==> src/rtl/gpio_bank_pkg.sv <==
package gpio_bank_pkg;

    localparam int GPIO_ADDR_W = 4;

    typedef enum logic [GPIO_ADDR_W-1:0] {
        SEL_DIR      = 4'd0,
        SEL_LVL      = 4'd1,
        SEL_LVL_SET  = 4'd2,
        SEL_LVL_CLR  = 4'd3,
        SEL_IEN      = 4'd4,
        SEL_IEN_SET  = 4'd5,
        SEL_IEN_CLR  = 4'd6,
        SEL_PADS     = 4'd7
    } reg_sel_e;

    typedef struct packed {
        logic dir_ld;
        logic lvl_ld;
        logic lvl_set;
        logic lvl_clr;
        logic ien_ld;
        logic ien_set;
        logic ien_clr;
    } wr_strobe_t;

endpackage

==> src/rtl/gpio_decode.sv <==
module gpio_decode
    import gpio_bank_pkg::*;
(
    input  logic                   bus_valid,
    input  logic                   bus_write,
    input  logic [GPIO_ADDR_W-1:0] bus_addr,
    output wr_strobe_t             strobe
);

    logic accept;

    assign accept = bus_valid && bus_write;

    always_comb begin
        strobe = '0;
        if (accept) begin
            unique case (bus_addr)
                SEL_DIR:     strobe.dir_ld  = 1'b1;
                SEL_LVL:     strobe.lvl_ld  = 1'b1;
                SEL_LVL_SET: strobe.lvl_set = 1'b1;
                SEL_LVL_CLR: strobe.lvl_clr = 1'b1;
                SEL_IEN:     strobe.ien_ld  = 1'b1;
                SEL_IEN_SET: strobe.ien_set = 1'b1;
                SEL_IEN_CLR: strobe.ien_clr = 1'b1;
                default:     strobe = '0;
            endcase
        end
    end

endmodule

==> src/rtl/gpio_alias_reg.sv <==
module gpio_alias_reg #(
    parameter int          W         = 32,
    parameter logic [W-1:0] RESET_VAL = '0
) (
    input  logic         clk,
    input  logic         rst_n,
    input  logic         ld,
    input  logic         set,
    input  logic         clr,
    input  logic [W-1:0] wdata,
    output logic [W-1:0] q
);

    logic [W-1:0] next_q;

    always_comb begin
        next_q = q;
        if (ld) begin
            next_q = wdata;
        end else if (set) begin
            next_q = q | wdata;
        end else if (clr) begin
            next_q = q & ~wdata;
        end
    end

    always_ff @(posedge clk) begin
        if (!rst_n) begin
            q <= RESET_VAL;
        end else begin
            q <= next_q;
        end
    end

endmodule

==> src/rtl/gpio_sync.sv <==
module gpio_sync #(
    parameter int W      = 32,
    parameter int STAGES = 2
) (
    input  logic         clk,
    input  logic [W-1:0] d,
    output logic [W-1:0] q
);

    logic [W-1:0] stage_q [STAGES];

    always_ff @(posedge clk) begin
        stage_q[0] <= d;
    end

    for (genvar s = 1; s < STAGES; s++) begin : g_stage
        always_ff @(posedge clk) begin
            stage_q[s] <= stage_q[s-1];
        end
    end

    assign q = stage_q[STAGES-1];

endmodule

==> src/rtl/gpio_bank.sv <==
module gpio_bank
    import gpio_bank_pkg::*;
#(
    parameter int WIDTH       = 32,
    parameter int SYNC_STAGES = 2
) (
    input  logic                   clk,
    input  logic                   rst_n,
    input  logic                   bus_valid,
    input  logic                   bus_write,
    input  logic [GPIO_ADDR_W-1:0] bus_addr,
    input  logic [WIDTH-1:0]       bus_wdata,
    output logic [WIDTH-1:0]       bus_rdata,
    input  logic [WIDTH-1:0]       pad_in,
    output logic [WIDTH-1:0]       pad_out,
    output logic [WIDTH-1:0]       pad_drv_en
);

    localparam logic [WIDTH-1:0] DIR_RESET = '1;
    localparam logic [WIDTH-1:0] ZERO_WORD = '0;

    wr_strobe_t       strobe;
    logic [WIDTH-1:0] dir_q;
    logic [WIDTH-1:0] lvl_q;
    logic [WIDTH-1:0] ien_q;
    logic [WIDTH-1:0] din_q;

    gpio_decode u_decode (
        .bus_valid (bus_valid),
        .bus_write (bus_write),
        .bus_addr  (bus_addr),
        .strobe    (strobe)
    );

    gpio_alias_reg #(.W(WIDTH), .RESET_VAL(DIR_RESET)) u_dir (
        .clk   (clk),
        .rst_n (rst_n),
        .ld    (strobe.dir_ld),
        .set   (1'b0),
        .clr   (1'b0),
        .wdata (bus_wdata),
        .q     (dir_q)
    );

    gpio_alias_reg #(.W(WIDTH), .RESET_VAL(ZERO_WORD)) u_lvl (
        .clk   (clk),
        .rst_n (rst_n),
        .ld    (strobe.lvl_ld),
        .set   (strobe.lvl_set),
        .clr   (strobe.lvl_clr),
        .wdata (bus_wdata),
        .q     (lvl_q)
    );

    gpio_alias_reg #(.W(WIDTH), .RESET_VAL(ZERO_WORD)) u_ien (
        .clk   (clk),
        .rst_n (rst_n),
        .ld    (strobe.ien_ld),
        .set   (strobe.ien_set),
        .clr   (strobe.ien_clr),
        .wdata (bus_wdata),
        .q     (ien_q)
    );

    gpio_sync #(.W(WIDTH), .STAGES(SYNC_STAGES)) u_sync (
        .clk (clk),
        .d   (pad_in),
        .q   (din_q)
    );

    always_comb begin
        unique case (bus_addr)
            SEL_DIR:                            bus_rdata = dir_q;
            SEL_LVL, SEL_LVL_SET, SEL_LVL_CLR:  bus_rdata = lvl_q;
            SEL_IEN, SEL_IEN_SET, SEL_IEN_CLR:  bus_rdata = ien_q;
            SEL_PADS:                           bus_rdata = din_q;
            default:                            bus_rdata = '0;
        endcase
    end

    assign pad_out    = lvl_q;
    assign pad_drv_en = ~dir_q;

endmodule

==> config.mk <==
export PLATFORM = sky130hd
export DESIGN_NAME = gpio_bank
export DESIGN_NICKNAME = d
export VERILOG_FILES = /design/src/rtl/gpio_bank_pkg.sv /design/src/rtl/gpio_decode.sv /design/src/rtl/gpio_alias_reg.sv /design/src/rtl/gpio_sync.sv /design/src/rtl/gpio_bank.sv
export SDC_FILE = /design/constraint.sdc
export NUM_CORES = 1
export LEC_CHECK = 0
export CORE_UTILIZATION = 51
export CTS_BUF_LIST = sky130_fd_sc_hd__clkbuf_8
export CTS_CLUSTER_DIAMETER = 50
export DETAILED_ROUTE_END_ITERATION = 7
export PLACE_DENSITY = 0.83
export SETUP_SLACK_MARGIN = 0.5
export SLEW_MARGIN = 0
export SYNTH_ARGS = -nofsm -noshare
export SYNTH_HDL_FRONTEND = slang
export SYNTH_SLANG_ARGS = --single-unit
==> constraint.sdc <==
create_clock -name clk -period 1.92 [get_ports clk]
set_input_delay 0.384 -clock clk [delete_from_list [all_inputs] [get_ports clk]]
set_output_delay 0.384 -clock clk [all_outputs]
set_load 0.01 [all_outputs]
==> flow_summary.ini <==
[status]
status = finished, final reports clean

[synth]
ys_async_sr_fraction_pct = 0
syn_avg_cell_area_um2 = 9.465
ys_warn_count = 0
yosysUniqueCellTypes = 34
synth_nets = 771
synth_flop_cell = dfxtp_1
syn_inst = 699
ys_seq_area_share_pct = 48.41
synth-seq-cells = 160
synth.cell_area_um2 = 6616
synth_edf_count = 0

[die]
io_pins = 168
core.rowCount = 41
start_util_pct = 52.43
die_x_um = 115.9
core_um2 = 12620
fp.dieH_um = 115.9
die-area_um2 = 13430

[cells_and_area]
drive_gt1_share_pct = 45.84
fin_nets = 1009
syn_to_final_growth_pct = 58.40
stdcell_area_um2 = 10480
n_antenna_cell = 0

[sta]
max_freq_mhz = 522.3
maxSlewHeadroom_pct = 64.06
rsz0062_at_grt = yes
hold_viol_final = 0
setup_tns_ps = 0
tightest_slew_ps = 534.2
slew_viol_final = 0
fin_skew_ps = 4.350
period_minus_slack_ps = 1915
fin_hold_ws_ps = 328.4
final-setup-viol-count = 0
layout_worst_path_cycle_share_pct = 99.73

[pwr]
vdd_drop_max_mv = 0.6402
power.leakage_nw = 4.644
pwr_density_cell_nw_per_um2 = 660.7

[critical_path]
crit_path_max_fanout = 3
crit_path_top_delay_cell = nor4_4
end_kind = output port
start_kind = input port
cp_slowest_stage_delay_ps = 300
reg2reg_depth = 4
crit_chain = buf_8 > buf_6 > nor4_4 > buf_6 > buf_6 > buf_6 > a32oi_2 > nand2_1 > buf_2
crit_type = in2out
ff2ff_setup_slack_ps = 960
arrival_ps = 1530
required_ps = 1540
cp_top_family = buffers and inverters
cp_num_buf_inv = 6
cpMostUsedCell = buf_6
worstReg2RegEnd = u_dir.q[15]
reg2reg_from = u_dir.q[15]

[worst_hold_path]
holdPathEnd = u_sync.stage_q[0][52]
hp-class = reg2reg
holdPathStages = 0
holdCritStartpoint = u_sync.stage_q[0][20]

[global_routing]
grt_first_pass_wirelength_mm = 35.40
grt_use_total_pct = 34.80
overflow = 0
grt_max_degree = 43
grt_pass1_vias = 6905
antenna_found_initial = 0

[clocking]
htree_levels = 4
clk_path_buf_depth = 2
cts_tree = built
clkSlewWorstSetupHoldPaths_ps = 70
clk_latency_ps = 450
cts_buffers = 17
cts-root-buf = clkbuf_8
hold_buffers = 0
clock-sinks = 160

[route]
final_antenna_net_count = 0
drt-vias-per-instance = 6.315
wl_per_cell_um = 21.99
wl_mm = 24.66
drc_errors = 0
via_count = 7079
drt_iter0_markers = 893
first_pass_iters = 7

[flow_run]
maxCapViolations = 0

[place]
place_area_um2 = 9060
hpwlAfterDp_mm = 13.88
place_congestion = 0.8643
port_buffers = 167
==> power breakdown <==
part	switching, mW	total [mW]	internal [mW]
clock network	1.21	2.41	1.20
registers	0.0569	3.46	3.40
logic	0.557	1.06	0.500
total	1.82	6.92	5.10
==> layer usage <==
layer / track usage, % / part of all wire [%]
met1: 40.19 / 36
met2: 58.57 / 50
met3: 8.368 / 9.6
met4: 20.85 / 4.8
met5: 0 / 0
==> worst max-delay path by stage <==
stage | from | end | slack, ps | cells past startpoint
CTS | bus_addr[1] | bus_rdata[9] | 6 | 6
finish | bus_addr[0] | bus_rdata[11] | 5 | 9
floorplan | bus_addr[1] | bus_rdata[10] | 120 | 7
detailed placement | bus_addr[3] | bus_rdata[28] | -670 | 7
global placement | bus_addr[2] | bus_rdata[11] | -660 | 7
global route | bus_addr[0] | bus_rdata[11] | -50 | 9
==> timing repair <==
item,in CTS,in global routing
endpoints found under the setup margin,192,124
pin swaps,12,9
cloned,4,0
setup buffers,51,13
gates resized for setup,587,90
==> synthesized netlist by cell type (4+ instances only) <==
master | n | area (µm²)
buf_6 | 14 | 157.7
nor4_1 | 31 | 193.9
nor3_1 | 32 | 160.2
a32oi_1 | 20 | 175.2
clkbuf_1 | 41 | 153.9
o21ai_0 | 32 | 160.2
buf_2 | 13 | 65.06
buf_1 | 4 | 15.01
a211o_1 | 30 | 262.8
o32ai_1 | 32 | 280.3
inv_1 | 65 | 244.0
o311ai_0 | 13 | 113.9
mux2i_1 | 44 | 440.4
dfxtp_1 | 160 | 3203
o22ai_1 | 22 | 137.6
a211oi_1 | 32 | 240.2
o311ai_1 | 19 | 166.4
nand2_1 | 77 | 289.0
==> metrics by stage <==
step | utilization [%] | power (mW) | setup WS [ps] | cells
4_1_cts | 80.18 | 6.854 | 6.439 | 1108
3_3_place_gp | 71.79 | 4.430 | -657.2 | 1022
6_report | 83.05 | 6.924 | 5.250 | 1121
2_1_floorplan | - | 3.988 | 123.5 | 699
5_1_grt | 83.05 | 7.149 | -45.68 | 1121
3_5_place_dp | 71.79 | 4.454 | -667.2 | 1022
==> area by class of cell <==
class	count	area, µm²
clock buffers	19	261.5
clock inverters	12	120.1
fillers	688	2140
inverters	66	255.2
multi-input cells	399	3344
flip-flops and latches	160	3336
well taps	172	215.2
repair buffers	293	2948
==> placed cells by master (no fill, tap or decap), types with 3 or more instances in the layout <==
| cell type | netlist | routed |
|---|---|---|
| buf_6 | 14 | 110 |
| dfxtp_1 | 160 | 96 |
| nand2_1 | 77 | 76 |
| clkdlybuf4s50_1 | 0 | 64 |
| buf_2 | 13 | 48 |
| buf_4 | 1 | 47 |
| inv_1 | 65 | 44 |
| dfxtp_2 | 0 | 43 |
| nor3_1 | 32 | 32 |
| o32ai_1 | 32 | 32 |
| a211o_1 | 30 | 30 |
| a211oi_2 | 0 | 30 |
| nor4_1 | 31 | 29 |
| mux2i_1 | 44 | 23 |
| o22ai_2 | 0 | 22 |
| inv_2 | 0 | 21 |
| dfxtp_4 | 0 | 21 |
| o21ai_0 | 32 | 20 |
| o311ai_1 | 19 | 19 |
| clkbuf_8 | 0 | 19 |
| buf_12 | 0 | 17 |
| a32oi_1 | 20 | 13 |
| o311ai_0 | 13 | 13 |
| mux2i_4 | 0 | 12 |
| o21ai_1 | 0 | 12 |
| mux2i_2 | 0 | 9 |
| a32oi_2 | 0 | 7 |
| clkinvlp_4 | 0 | 4 |
| inv_4 | 0 | 3 |
==> cells by family (layout without fill, tap and decap cells) <==
logic type / after synthesis / count (layout) / share of synthesized area [%]
AO/OA/AOI/OAI: 203 / 203 / 23.77
flip-flops: 160 / 160 / 48.41
multiplexers: 44 / 44 / 6.657
XOR/XNOR: 1 / 1 / 0.1324
buffers and inverters: 140 / 390 / 9.852
AND/OR/NAND/NOR: 151 / 151 / 11.18
Power figures use the tool's default switching activity.
